==> config.mk <==
export PLATFORM = sky130hd
export DESIGN_NAME = pmp_bounds_decoder
export DESIGN_NICKNAME = d
export VERILOG_FILES = /design/src/rtl/pmp_bounds_pkg.sv /design/src/rtl/pmp_napot_span.sv /design/src/rtl/pmp_entry_bounds.sv /design/src/rtl/pmp_bounds_decoder.sv
export SDC_FILE = /design/constraint.sdc
export NUM_CORES = 2
export LEC_CHECK = 0
export BUFFER_PORTS_ARGS = -buffer_cell sky130_fd_sc_hd__buf_2
export CORE_AREA = 2 2 335 337
export DETAILED_ROUTE_END_ITERATION = 8
export DIE_AREA = 0 0 337 339
export MAX_ROUTING_LAYER = met4
export PLACE_DENSITY = 0.58
export RECOVER_POWER = 100
export SETUP_SLACK_MARGIN = 0.05
export SYNTH_ARGS = -nofsm -noshare
export SYNTH_HDL_FRONTEND = slang
export SYNTH_SLANG_ARGS = --single-unit
==> constraint.sdc <==
create_clock -name clk_i -period 0.8 [get_ports clk_i]
set_clock_uncertainty 0.1 [all_clocks]
set_input_delay 0.12 -clock clk_i [delete_from_list [all_inputs] [get_ports clk_i]]
set_output_delay 0.12 -clock clk_i [all_outputs]
set_load 0.005 [all_outputs]
==> src/rtl/pmp_bounds_pkg.sv <==
package pmp_bounds_pkg;

   typedef enum logic [1:0] {
      MATCH_OFF   = 2'd0,
      MATCH_TOR   = 2'd1,
      MATCH_NA4   = 2'd2,
      MATCH_NAPOT = 2'd3
   } match_mode_e;

   localparam int unsigned CFG_W        = 8;
   localparam int unsigned MODE_LSB     = 3;
   localparam int unsigned MODE_W       = 2;
   localparam int unsigned GRAIN_SHIFT  = 2;

endpackage

==> src/rtl/pmp_napot_span.sv <==
module pmp_napot_span #(
   parameter int unsigned ADDR_W = 32,
   localparam int unsigned BYTE_W = ADDR_W + 2
) (
   input  logic              clk_i,
   input  logic              rst_ni,
   input  logic [ADDR_W-1:0] word_i,
   output logic [BYTE_W-1:0] lo_o,
   output logic [BYTE_W-1:0] hi_o
);

   logic [BYTE_W-1:0] filled;
   logic [BYTE_W-1:0] bumped;

   // Appending two ones turns k trailing ones into k+2; the increment
   // clears them and sets the first zero, wrapping to 0 when all are set.
   assign filled = {word_i, 2'b11};
   assign bumped = filled + BYTE_W'(1);
   assign lo_o   = filled & bumped;
   assign hi_o   = filled | bumped;

   assert_full_space_R7: assert property (@(posedge clk_i) disable iff (!rst_ni)
      (&word_i) |-> (lo_o == '0 && hi_o == '1));

endmodule

==> src/rtl/pmp_entry_bounds.sv <==
module pmp_entry_bounds
   import pmp_bounds_pkg::*;
#(
   parameter int unsigned ADDR_W = 32,
   localparam int unsigned BYTE_W = ADDR_W + 2
) (
   input  logic              clk_i,
   input  logic              rst_ni,
   input  logic [MODE_W-1:0] mode_i,
   input  logic [ADDR_W-1:0] addr_i,
   input  logic [ADDR_W-1:0] prev_addr_i,
   output logic [BYTE_W-1:0] start_o,
   output logic [BYTE_W-1:0] end_o,
   output logic              valid_o
);

   match_mode_e       mode;
   logic              tor_empty;
   logic [BYTE_W-1:0] napot_lo;
   logic [BYTE_W-1:0] napot_hi;

   assign mode      = match_mode_e'(mode_i);
   assign tor_empty = (addr_i <= prev_addr_i);

   pmp_napot_span #(.ADDR_W(ADDR_W)) u_napot (
      .clk_i  (clk_i),
      .rst_ni (rst_ni),
      .word_i (addr_i),
      .lo_o   (napot_lo),
      .hi_o   (napot_hi)
   );

   always_comb begin
      start_o = '0;
      end_o   = '0;
      valid_o = 1'b0;
      unique case (mode)
         MATCH_TOR: begin
            if (!tor_empty) begin
               start_o = {prev_addr_i, 2'b00};
               end_o   = {addr_i, 2'b00} - BYTE_W'(1);
               valid_o = 1'b1;
            end
         end
         MATCH_NA4: begin
            start_o = {addr_i, 2'b00};
            end_o   = {addr_i, 2'b11};
            valid_o = 1'b1;
         end
         MATCH_NAPOT: begin
            start_o = napot_lo;
            end_o   = napot_hi;
            valid_o = 1'b1;
         end
         default: begin
            start_o = '0;
            end_o   = '0;
            valid_o = 1'b0;
         end
      endcase
   end

   logic [BYTE_W:0] span_w;
   assign span_w = {1'b0, end_o} - {1'b0, start_o};

   assert_off_never_valid_R2: assert property (@(posedge clk_i) disable iff (!rst_ni)
      (mode == MATCH_OFF) |-> !valid_o);

   assert_empty_is_blank_R4: assert property (@(posedge clk_i) disable iff (!rst_ni)
      !valid_o |-> (start_o == '0 && end_o == '0));

   assert_ordered_R3: assert property (@(posedge clk_i) disable iff (!rst_ni)
      valid_o |-> (start_o <= end_o));

   assert_na4_width_R5: assert property (@(posedge clk_i) disable iff (!rst_ni)
      (valid_o && mode == MATCH_NA4) |-> (span_w == (BYTE_W+1)'(3)));

   assert_napot_aligned_R6: assert property (@(posedge clk_i) disable iff (!rst_ni)
      (valid_o && mode == MATCH_NAPOT) |->
         (((span_w + 1'b1) & span_w) == '0 && span_w >= (BYTE_W+1)'(7) &&
          ({1'b0, start_o} & span_w) == '0));

endmodule

==> src/rtl/pmp_bounds_decoder.sv <==
module pmp_bounds_decoder
   import pmp_bounds_pkg::*;
#(
   parameter int unsigned NUM_ENTRIES = 8,
   parameter int unsigned ADDR_W      = 32,
   parameter bit          REGISTERED  = 1'b1,
   localparam int unsigned BYTE_W     = ADDR_W + GRAIN_SHIFT
) (
   input  logic                          clk_i,
   input  logic                          rst_ni,
   input  logic [NUM_ENTRIES*CFG_W-1:0]  cfg_i,
   input  logic [NUM_ENTRIES*ADDR_W-1:0] addr_i,
   output logic [NUM_ENTRIES*BYTE_W-1:0] start_o,
   output logic [NUM_ENTRIES*BYTE_W-1:0] end_o,
   output logic [NUM_ENTRIES-1:0]        valid_o
);

   if (NUM_ENTRIES < 1 || NUM_ENTRIES > 64) begin : g_bad_entries
      $error("NUM_ENTRIES must lie in 1..64");
   end
   if (ADDR_W < 4 || ADDR_W > 62) begin : g_bad_width
      $error("ADDR_W must lie in 4..62");
   end

   logic [NUM_ENTRIES*BYTE_W-1:0] start_d;
   logic [NUM_ENTRIES*BYTE_W-1:0] end_d;
   logic [NUM_ENTRIES-1:0]        valid_d;
   logic [NUM_ENTRIES*(CFG_W-MODE_W)-1:0] unused_cfg_bits;

   for (genvar i = 0; i < NUM_ENTRIES; i++) begin : g_entry
      logic [ADDR_W-1:0] prev_addr;
      logic [CFG_W-1:0]  cfg_byte;

      assign cfg_byte = cfg_i[i*CFG_W +: CFG_W];
      assign unused_cfg_bits[i*(CFG_W-MODE_W) +: (CFG_W-MODE_W)] =
         {cfg_byte[CFG_W-1:MODE_LSB+MODE_W], cfg_byte[MODE_LSB-1:0]};

      if (i == 0) begin : g_first
         assign prev_addr = '0;
      end else begin : g_chain
         assign prev_addr = addr_i[(i-1)*ADDR_W +: ADDR_W];
      end

      pmp_entry_bounds #(.ADDR_W(ADDR_W)) u_entry (
         .clk_i       (clk_i),
         .rst_ni      (rst_ni),
         .mode_i      (cfg_byte[MODE_LSB +: MODE_W]),
         .addr_i      (addr_i[i*ADDR_W +: ADDR_W]),
         .prev_addr_i (prev_addr),
         .start_o     (start_d[i*BYTE_W +: BYTE_W]),
         .end_o       (end_d[i*BYTE_W +: BYTE_W]),
         .valid_o     (valid_d[i])
      );
   end

   if (REGISTERED) begin : g_flop
      always_ff @(posedge clk_i or negedge rst_ni) begin
         if (!rst_ni) begin
            start_o <= '0;
            end_o   <= '0;
            valid_o <= '0;
         end else begin
            start_o <= start_d;
            end_o   <= end_d;
            valid_o <= valid_d;
         end
      end

      assert_reset_blank_R9: assert property (@(posedge clk_i) disable iff (!rst_ni)
         !$past(rst_ni) |-> (valid_o == '0 && start_o == '0 && end_o == '0));

      assert_follows_inputs_R9: assert property (@(posedge clk_i) disable iff (!rst_ni)
         ($past(rst_ni) && $stable(cfg_i) && $stable(addr_i) && $stable(valid_d))
            |=> $stable(valid_o));
   end else begin : g_comb
      assign start_o = start_d;
      assign end_o   = end_d;
      assign valid_o = valid_d;
   end

endmodule

==> impl_metrics.tcl <==
set metrics [dict create \
    vias 41730 \
    critPathBufInv 4 \
    tns_ns -917.25 \
    crit_family "simple AND/OR/NAND/NOR gates" \
    p_per_area_mw_per_mm2 1474 \
    grt_pass1_vias 40570 \
    final.fill_count 10360 \
    place_hpwl_um 158400 \
    syn_area_per_cell_sq_um 8.590 \
    timing.hold.ws_ns -0.3455 \
    grt_max_degree 56 \
    htreeDepth 3 \
    hold_class "input port to flip-flop" \
    grt_pass1_wl_um 276300 \
    cp-end-kind "flip-flop" \
    worstMarginPinSlew_ns 0.6189 \
    rsz0062_at_grt "yes" \
    maxSlewViolCount 0 \
    synth-async-reset-ratio 1.000 \
    netlist_area_sq_mm 0.03294 \
    num_rows 122 \
    setup_viol 1507 \
    synth_compound_area_frac 0.2115 \
    cts_max_path_buffers 3 \
    fin_crit_ns 2.175 \
    path_clk_slew_ns 0.06 \
    vdd_drop_max_uv 1551 \
    ys_seq_elements 520 \
    critical_path_class "input port to flip-flop" \
    yosys.area_share.simple 0.2187 \
    cap_violations 0 \
    regArea_sq_mm 0.01301 \
    synth_ff_type "dfrtp_1" \
    synth_top_area_frac 0.3950 \
    cts_made_buffers 67 \
    routed_via_density 5.492 \
    status "finished, violations left" \
    grt-ovfl-total 0 \
    ys_top_cells_by_area "dfrtp_1 (39%), ha_1 (9.5%), nand2_1 (4.7%)" \
    cp_cell_sequence "buf_8 > inv_8 > ha_4 > nand4_1 > or4_4 > o211ai_1 > buf_4 > a31oi_4 > or2_4 > buf_6 > a32oi_1 > o21ai_1" \
    die-height_um 339 \
    path_max_fanout 6 \
    multi_input_area_sq_mm 0.02141 \
    drt-total-wl_um 196300 \
    yosys.area_share.adder 0.09533 \
    yosysTopAreaCell "dfrtp_1" \
    place_ws_ns -2.361 \
    die_width_um 337 \
    area_growth_pct 74.78 \
    yosysSeqAreaShare 0.3950 \
    synth-edff-count 0 \
    hold_violations 332 \
    cp-start-kind "input port" \
    violations "negative hold slack, negative setup slack" \
    final_common_cell "buf_4" \
    avgRoutedWirePerCell_um 25.83 \
    synth_cells 3835 \
    finalCritPeriodShare 2.718 \
    synth_top_family_by_area "simple AND/OR/NAND/NOR gates" \
    leakagePower_uw 0.02722 \
    nNetsFinal 6615 \
    drt_iter0_drc 3559 \
    finalWorstSetupSlack_ns -1.375 \
    die_area_sq_mm 0.1142 \
    relSlewSlack 0.5874 \
    crit_required_ns 1.23 \
    synth_warnings 0 \
    ioPinCount 874 \
    drc 0 \
    muxShareOfSynthArea 0.002773 \
    cts_tree "built" \
    numPortBuffers 809 \
    groute.usage.overall 0.3389 \
    worst_path_largest_cell_delay_ns 0.62 \
    clock-sinks 520 \
    root_buffer "clkbuf_16" \
    crit_slowest_cell "or4_4" \
    synthXorXnorAreaFrac 0.01170 \
    yosysUniqueCellTypes 93 \
    layout_common_cells "buf_4 (1321), buf_2 (713), dfrtp_1 (520), nand2_1 (392), nand3_1 (213)" \
    first_pass_iters 6 \
    start_util 0.2985 \
    layout-drive-gt1-share 0.4799 \
    max_freq_ghz 0.4598 \
    antenna_found_initial 25 \
    coreArea_sq_mm 0.1104 \
    gp_congestion 1.052 \
    ant_nets 0 \
    worstPathArrival_ns 2.60 \
]
-- cells by family after synthesis --
logic type	Yosys count
buf+inv	526
fa+ha+maj	251
simple gates	1415
compound gates	1069
other cells	1
flops	520
mux	9
xor+xnor	44
-- per-stage QoR --
stage / power (uW) / cells / instance area (sq um) / util
3_3_place_gp: 49850 / 7233 / 50300 / 0.4558
3_5_place_dp: 49940 / 7233 / 50300 / 0.4558
4_1_cts: 83910 / 7530 / 55580 / 0.5036
5_1_grt: 87870 / 7599 / 57580 / 0.5217
6_report: 84880 / 7599 / 57580 / 0.5217
2_1_floorplan: 37550 / 3850 / 36260 / -
-- power by group --
part,switching [uW],internal (uW),leakage (uW)
combinational,12900,10500,0.0195
sequential,1000,28200,0.00657
clock,13300,19000,0.00114
total,27200,57600,0.0272
-- registers in the layout, indices dropped and copies added, names as in the netlist --
signal / count
end_o: 257
start_o: 256
valid_o: 7
-- final cells by class --
class                           count  share of cell area
Multi-Input combinational cell   2807              0.3718
Timing Repair Buffer             2396              0.3095
Sequential cell                   520              0.2260
Tap cell                         1488             0.03233
Clock buffer                       82             0.03205
Inverter                          250             0.01934
Clock inverter                     38            0.008214
Antenna cell                       18           0.0007823
-- Yosys cell counts, types with 53 or more instances --
| cell | instances |
|---|---|
| o31ai_1 | 65 |
| o22ai_1 | 53 |
| ha_1 | 251 |
| dfrtp_1 | 520 |
| clkbuf_1 | 214 |
| nand2_1 | 411 |
| a21oi_1 | 232 |
| nand3_1 | 227 |
| nor4_1 | 72 |
| nor3_1 | 115 |
| o21ai_0 | 295 |
| o211ai_1 | 61 |
| and3_1 | 62 |
| nand4_1 | 126 |
| o32ai_1 | 69 |
| inv_1 | 247 |
| nor2_1 | 197 |
-- what timing repair did --
item | CTS | global route
pin swaps | 55 | 90
hold buffers | 160 | 9
resized for setup | 231 | 331
setup buffers | 14 | 46
cloned | 3 | 2
setup endpoints to repair | 1048 | 1068
hold endpoints to repair | 1007 | 840
-- worst paths after layout --
path                             start                    end  cells past startpoint
max in group asynchronous       rst_ni    end_o[30]$_DFF_PN0_                      7
min in group asynchronous       rst_ni   end_o[188]$_DFF_PN0_                      4
hold / removal              addr_i[19]  start_o[21]$_DFF_PN0_                      3
setup / recovery           addr_i[181]   end_o[235]$_DFF_PN0_                     12
-- layer usage --
| metal | part of all wire | GRT usage | up-vias |
|---|---|---|---|
| met5 | 0 | - | - |
| met4 | 0.062 | 0.1864 | 0 |
| met3 | 0.082 | 0.06298 | 489 |
| met2 | 0.46 | 0.5272 | 2178 |
| met1 | 0.40 | 0.4136 | 20370 |
| li1 | - | - | 18700 |
No activity file was read; power rests on OpenSTA's default activity.
